**src/rtl/pe_sel_pkg.sv**
```systemverilog
package pe_sel_pkg;
  localparam int DATA_W = 32;

  typedef enum logic [1:0] {
    REG_SEL  = 2'd0,
    REG_CFG  = 2'd1,
    REG_STAT = 2'd2,
    REG_NONE = 2'd3
  } reg_kind_e;
endpackage

```
**src/rtl/pe_sel_decode.sv**
```systemverilog
module pe_sel_decode
  import pe_sel_pkg::*;
#(
  parameter int ADDR_W = 8,
  parameter logic [ADDR_W-1:0] OFF_SEL  = 'h00,
  parameter logic [ADDR_W-1:0] OFF_CFG  = 'h04,
  parameter logic [ADDR_W-1:0] OFF_STAT = 'h08
) (
  input  logic [ADDR_W-1:0] addr,
  output reg_kind_e         kind
);
  always_comb begin
    if (addr == OFF_SEL)       kind = REG_SEL;
    else if (addr == OFF_CFG)  kind = REG_CFG;
    else if (addr == OFF_STAT) kind = REG_STAT;
    else                       kind = REG_NONE;
  end
endmodule

```
**src/rtl/pe_sel_bank.sv**
```systemverilog
module pe_sel_bank
  import pe_sel_pkg::*;
#(
  parameter int N_DOM = 4,
  localparam int DOM_W = (N_DOM > 1) ? $clog2(N_DOM) : 1
) (
  input  logic              clk,
  input  logic              rst,
  input  logic              wr_en,
  input  logic [DOM_W-1:0]  wr_dom,
  input  logic [DATA_W-1:0] wdata,
  input  logic [DOM_W-1:0]  rd_dom,
  output logic [DATA_W-1:0] rd_sel
);
  logic [DATA_W-1:0] sel_q [N_DOM];

  for (genvar d = 0; d < N_DOM; d++) begin : g_dom
    localparam logic [DOM_W-1:0] DID = DOM_W'(d);

    always_ff @(posedge clk) begin
      if (rst)                          sel_q[d] <= '0;
      else if (wr_en && wr_dom == DID)  sel_q[d] <= wdata;
    end

    p_dom_isolate_r2: assert property (@(posedge clk) disable iff (rst)
      (wr_en && wr_dom != DID) |=> $stable(sel_q[d]));

    p_sel_store_r1: assert property (@(posedge clk) disable iff (rst)
      (wr_en && wr_dom == DID) |=> (sel_q[d] == $past(wdata)));
  end

  assign rd_sel = sel_q[rd_dom];
endmodule

```
**src/rtl/pe_aff_match.sv**
```systemverilog
module pe_aff_match
  import pe_sel_pkg::*;
#(
  parameter int N_AFF = 8,
  localparam int CNT_W = $clog2(N_AFF + 1)
) (
  input  logic [DATA_W-1:0]       sel,
  input  logic [N_AFF*DATA_W-1:0] table_in,
  input  logic [CNT_W-1:0]        count,
  output logic                    hit
);
  logic [N_AFF-1:0] entry_hit;

  for (genvar i = 0; i < N_AFF; i++) begin : g_ent
    localparam logic [CNT_W-1:0] IDX = CNT_W'(i);
    assign entry_hit[i] = (count > IDX) && (table_in[i*DATA_W +: DATA_W] == sel);
  end

  assign hit = |entry_hit;

  always_comb begin
    if (count == '0) p_none_live_r9: assert (!hit);
  end
endmodule

```
**src/rtl/pe_sel_window.sv**
```systemverilog
module pe_sel_window
  import pe_sel_pkg::*;
#(
  parameter int ADDR_W = 8,
  parameter int N_DOM = 4,
  parameter int N_AFF = 8,
  parameter logic [ADDR_W-1:0] OFF_SEL  = 'h00,
  parameter logic [ADDR_W-1:0] OFF_CFG  = 'h04,
  parameter logic [ADDR_W-1:0] OFF_STAT = 'h08,
  parameter int ONLINE_BIT = 0,
  parameter int V_BIT = 1,
  parameter int IDLE_BIT = 2,
  localparam int DOM_W = (N_DOM > 1) ? $clog2(N_DOM) : 1,
  localparam int CNT_W = $clog2(N_AFF + 1)
) (
  input  logic                    clk,
  input  logic                    rst,
  input  logic                    req_rd,
  input  logic                    req_wr,
  input  logic [DOM_W-1:0]        req_dom,
  input  logic [ADDR_W-1:0]       req_addr,
  input  logic [DATA_W-1:0]       req_wdata,
  input  logic [N_AFF*DATA_W-1:0] aff_table,
  input  logic [CNT_W-1:0]        aff_count,
  output logic [DATA_W-1:0]       rsp_rdata,
  output logic                    rsp_valid,
  output logic                    rsp_err
);
  reg_kind_e         kind;
  logic [DATA_W-1:0] cur_sel;
  logic              known;
  logic [DATA_W-1:0] stat_word;
  logic [DATA_W-1:0] rd_mux;
  logic              bad_off;

  pe_sel_decode #(
    .ADDR_W(ADDR_W), .OFF_SEL(OFF_SEL), .OFF_CFG(OFF_CFG), .OFF_STAT(OFF_STAT)
  ) u_dec (
    .addr(req_addr),
    .kind(kind)
  );

  pe_sel_bank #(.N_DOM(N_DOM)) u_bank (
    .clk   (clk),
    .rst   (rst),
    .wr_en (req_wr && kind == REG_SEL),
    .wr_dom(req_dom),
    .wdata (req_wdata),
    .rd_dom(req_dom),
    .rd_sel(cur_sel)
  );

  pe_aff_match #(.N_AFF(N_AFF)) u_match (
    .sel     (cur_sel),
    .table_in(aff_table),
    .count   (aff_count),
    .hit     (known)
  );

  always_comb begin
    stat_word = '0;
    stat_word[IDLE_BIT] = 1'b1;
    if (known) begin
      stat_word[V_BIT]      = 1'b1;
      stat_word[ONLINE_BIT] = 1'b1;
    end
  end

  always_comb begin
    unique case (kind)
      REG_SEL:  rd_mux = cur_sel;
      REG_STAT: rd_mux = stat_word;
      default:  rd_mux = '0;
    endcase
  end

  assign bad_off = (req_rd || req_wr) && kind == REG_NONE;

  always_ff @(posedge clk) begin
    if (rst) begin
      rsp_rdata <= '0;
      rsp_valid <= 1'b0;
      rsp_err   <= 1'b0;
    end else begin
      rsp_valid <= req_rd;
      rsp_rdata <= req_rd ? rd_mux : '0;
      rsp_err   <= bad_off;
    end
  end

  p_cfg_zero_r3: assert property (@(posedge clk) disable iff (rst)
    (req_rd && req_addr == OFF_CFG) |=> (rsp_rdata == '0));

  p_idle_set_r4: assert property (@(posedge clk) disable iff (rst)
    (req_rd && req_addr == OFF_STAT) |=> rsp_rdata[IDLE_BIT]);

  p_v_online_pair_r5: assert property (@(posedge clk) disable iff (rst)
    (req_rd && req_addr == OFF_STAT) |=> (rsp_rdata[V_BIT] == rsp_rdata[ONLINE_BIT]));

  p_valid_follows_r7: assert property (@(posedge clk) disable iff (rst)
    req_rd |=> rsp_valid);

  p_idle_data_r7: assert property (@(posedge clk) disable iff (rst)
    !req_rd |=> (!rsp_valid && rsp_rdata == '0));

  p_unmapped_err_r8: assert property (@(posedge clk) disable iff (rst)
    (req_rd && req_addr != OFF_SEL && req_addr != OFF_CFG && req_addr != OFF_STAT)
      |=> (rsp_err && rsp_rdata == '0));

  p_stat_wr_quiet_r10: assert property (@(posedge clk) disable iff (rst)
    (req_wr && !req_rd && req_addr == OFF_STAT) |=> !rsp_err);
endmodule

```
**config.mk**
```make
export PLATFORM = sky130hd
export DESIGN_NAME = pe_sel_window
export DESIGN_NICKNAME = d
export VERILOG_FILES = /design/src/rtl/pe_sel_pkg.sv /design/src/rtl/pe_sel_decode.sv /design/src/rtl/pe_sel_bank.sv /design/src/rtl/pe_aff_match.sv /design/src/rtl/pe_sel_window.sv
export SDC_FILE = /design/constraint.sdc
export NUM_CORES = 1
export LEC_CHECK = 0
export BUFFER_PORTS_ARGS = -buffer_cell sky130_fd_sc_hd__buf_2
export CORE_ASPECT_RATIO = 0.6
export CORE_MARGIN = 1
export CORE_UTILIZATION = 40
export CTS_BUF_LIST = sky130_fd_sc_hd__clkbuf_4 sky130_fd_sc_hd__clkbuf_8 sky130_fd_sc_hd__clkbuf_16
export CTS_CLUSTER_SIZE = 20
export DETAILED_ROUTE_END_ITERATION = 8
export GPL_ROUTABILITY_DRIVEN = 0
export GPL_TIMING_DRIVEN = 0
export PLACE_DENSITY = 0.63
export SETUP_SLACK_MARGIN = 0.3
export SYNTH_ARGS = -nofsm -noshare
export SYNTH_HDL_FRONTEND = slang
export SYNTH_HIERARCHICAL = 1
export SYNTH_SLANG_ARGS = --single-unit
```
**constraint.sdc**
```tcl
create_clock -name clk -period 5.4 [get_ports clk]
set_input_delay 1.08 -clock clk [delete_from_list [all_inputs] [get_ports clk]]
set_output_delay 1.08 -clock clk [all_outputs]
set_load 0.01 [all_outputs]
```
==> summary.md <==
| Metric | Value |
|---|---|
| IO buf count | approximately 340 |
| Vias per cell | 5.27 |
| Placed cell areas | 11900 um^2 |
| Worst slew margin | 0.426 |
| Overflow after GRT | 0 |
| Adder-Cell Fraction of Synth Area | 0 |
| Seq/Total Area, Yosys | 0.470 |
| # clock sinks | 162 |
| Part of the cycle the worst path needs | 0.761 |
| Arrival time at the worst endpoint | 4.44 ns |
| Routed wire per std cell | 23.4 um |
| Starting density of the core | 0.412 |
| Post-route cell area | 12500 um^2 |
| Synth area leader | edfxtp_1 |
| HPWL Detailed | around 28 mm |
| Fillers | between 2000 and 2500 |
| Setup bufs post-CTS | 0 |
| Max Fclk | around 240 MHz |
| PwrDens | 272 nW/um^2 |
| Synth top area share | 0.400 |
| Most frequent CP cell | nor4_1 |
| Via count of the routed design | 8001 |
| CP endpoint kind | flip-flop |
| Routed WL | between 30 and 40 mm |
| Top FF cell, synth | edfxtp_1 |
| DR iter-0 viols | 742 |
| CP Cell Sequence | buf_2, buf_6, buf_12, mux4_2, buf_2, xor2_1, nor4_1, nand3_1, nor4_1, nor4_1, nand4_1, nand2_1, a21oi_1 |
| Total global-route track usage | 0.284 |
| Root buffer selected by CTS | clkbuf_16 |
| Largest net degree at the start of global routing | 27 |
| Iteration count of the initial detailed-routing pass | 5 |
| Yosys Warn Count | 6 |
| Clock latency on the worst-skew pair | 0.43 ns |
| Flop2flop setup slack | between 2 and 2.5 ns |
| Max incr delay on CP | 0.63 ns |
| Critical Path Source | req_dom[0] |
| EDFF count, synth | ~130 |
| Clock Pin Slew Worst Setup and Hold Paths | 0.07 ns |
| CTS tree | done |
| TritonCTS Buffers | 17 |
| Setup Skew | 0.0115 ns |
| Worst R2R End | rsp_rdata[0]$_SDFF_PP0_ |
| Top Ports | 340 |
| ANT nets after route | 0 |
| Min Tclk post-route | 4.11 ns |
| Vias in the first global route | a little under 8000 |
| Row cnt | 43 |
| Post-synth cell types | 39 |
| Largest family of logic cells by synthesized area | XOR/XNOR gates |
| Layout area overhead | 29.8% |
| Worst Setup EP | rsp_rdata[0]$_SDFF_PP0_ |
| Most common cell in the synthesized netlist | xor2_1 |
| Setup TNS | 0 ns |
| DRC | 0 |
| Clk buf depth | 2 |
| VDD IR max | 260 uV |
| Post-synthesis compound-gate area fraction | 0.00975 |
| Mean Syn Cell Area | 11.6 um^2 |
| WP data required | 5.73 ns |
| Post-Synth XOR/XNOR Area | 0.234 |
| Die width | between 200 and 250 um |
| Core box area | roughly 23000 um^2 |
| Reg2reg start | u_bank/sel_q[3][30]$_SDFFCE_PN0P_ |
| RSZ-0062 raised after global routing | no |
| Final Slew Violations | 0 |
| Initial antenna violation count | 1 |
| Final Hold Fails | 0 |
| WS Path Type | input pin to flip-flop |
| CP Launch Type | input pin |
| Tightest Pin Transition | 0.853 ns |
| Synth Area in Simple Gates | 0.164 |
| Mux cell area share after synthesis | 0.0757 |
| Cts hold-fix bufs | 0 |
| Total power | around 0.0034 W |
| Share of cells above drive strength 1 | 0.390 |
| H-tree depth reported by CTS | 4 |
| Synth area leaders | edfxtp_1 40%, xor2_1 14%, xnor2_1 8.9%, dfxtp_1 7.1%, mux4_2 7.0% |
| # resized after CTS | 0 |
| Storage cell area | 4520 um^2 |
| Die height | 122 um |
| Nets@finish | roughly 1500 |
| Max-cap violations | 0 |
| First-pass GRT wire length | about 50 mm |
| Most frequent cells after synthesis | 157 x xor2_1, 132 x nor2_1, 128 x edfxtp_1 |
| Die area | 24700 um^2 |
| FF-to-FF path depth | 10 |
| Outcome | finished, final reports clean |
| Pleak | 4.98 nW |
| # setup viols final | 0 |
| ANT cells | 0 |
| Slowest-stage cell, CP | nor4_1 |
| Cells after Synth | 829 |
| Synth Register Bits | roughly 160 |
| Synthesized cell area | 9620 um^2 |
| Critical path fanouts, max | 10 |
| Syn_nets | 1135 |
| HP Class | flip-flop to flip-flop |
| Multi-input gate area | around 4700 um^2 |
| Ys async rst share | 0 |
[flip-flops by register name, summed over array words and instances, names as in the netlist]
name / cells
u_bank/sel_q: 128
rsp_err: 1
rsp_rdata: 32
rsp_valid: 1
[routing by layer]
layer | vias to the layer above | part of all wire | global-route usage
met5 | - | 0.00045 | 0
met4 | 2 | 0.023 | 0.0940
met3 | 52 | 0.098 | 0.0701
met2 | 455 | 0.44 | 0.432
met1 | 3867 | 0.43 | 0.397
li1 | 3625 | - | -
[area by class of cell]
type | count | share of cell area
Buffer | 64 | 0.0356
Multi-Input combinational cell | 602 | 0.376
Clock buffer | 17 | 0.0341
Sequential cell | 162 | 0.362
Inverter | 1 | 0.000301
Timing Repair Buffer | 343 | 0.144
Tap cell | 315 | 0.0316
Clock inverter | 15 | 0.0166
[worst min path at each step]
stage / from / endpoint / slack, ns / cells after the start
CTS: u_bank/sel_q[2][24]$_SDFFCE_PN0P_ / rsp_rdata[24]$_SDFF_PP0_ / 0.69 / 2
floorplan: u_bank/sel_q[3][31]$_SDFFCE_PN0P_ / rsp_rdata[31]$_SDFF_PP0_ / 0.64 / 2
finish: u_bank/sel_q[2][23]$_SDFFCE_PN0P_ / rsp_rdata[23]$_SDFF_PP0_ / 0.68 / 2
global placement: u_bank/sel_q[1][7]$_SDFFCE_PN0P_ / rsp_rdata[7]$_SDFF_PP0_ / 0.67 / 2
detailed placement: u_bank/sel_q[2][24]$_SDFFCE_PN0P_ / rsp_rdata[24]$_SDFF_PP0_ / 0.67 / 2
global route: u_bank/sel_q[2][23]$_SDFFCE_PN0P_ / rsp_rdata[23]$_SDFF_PP0_ / 0.70 / 2
[power breakdown]
group | total, W | switching, W | internal, W
clock | 0.00125 | 0.000579 | 0.000676
combinational | 0.000742 | 0.000417 | 0.000326
sequential | 0.00140 | 0.0000131 | 0.00139
total | 0.00340 | 0.00101 | 0.00239
[worst max-delay path, delay by kind of cell]
family,cells,cell delay [ns]
simple gates,6,1.59
xor+xnor,1,0.24
mux,1,0.52
compound gates,1,0.23
buf+inv,4,0.76
[cells by family after synthesis]
logic type / after synthesis
buf+inv: 65
mux: 32
xor+xnor: 256
flops: 162
compound gates: 14
simple gates: 300
[per-stage QoR]
step                hold slack (ns)  instances  utilization  worst slack, ns
finish                        0.682       1519        0.535             1.29
global route                  0.698       1519        0.535             1.21
CTS                           0.686       1519        0.535             1.32
detailed placement            0.669       1487        0.508            0.880
global placement              0.668       1483        0.502           -0.499
floorplan                     0.637        829            -             1.21
[cell usage in the layout (no fill, tap or decap), types with 9 or more instances in the layout]
cell type	count
xnor2_1	98
dfxtp_1	34
buf_6	12
clkbuf_1	9
and2_1	29
xor2_1	157
nand4_1	30
clkbuf_16	17
edfxtp_1	128
nor4_1	46
mux4_2	30
nor2_1	132
buf_2	372
nand3b_1	32
No activity file was read; power rests on OpenSTA's default activity.
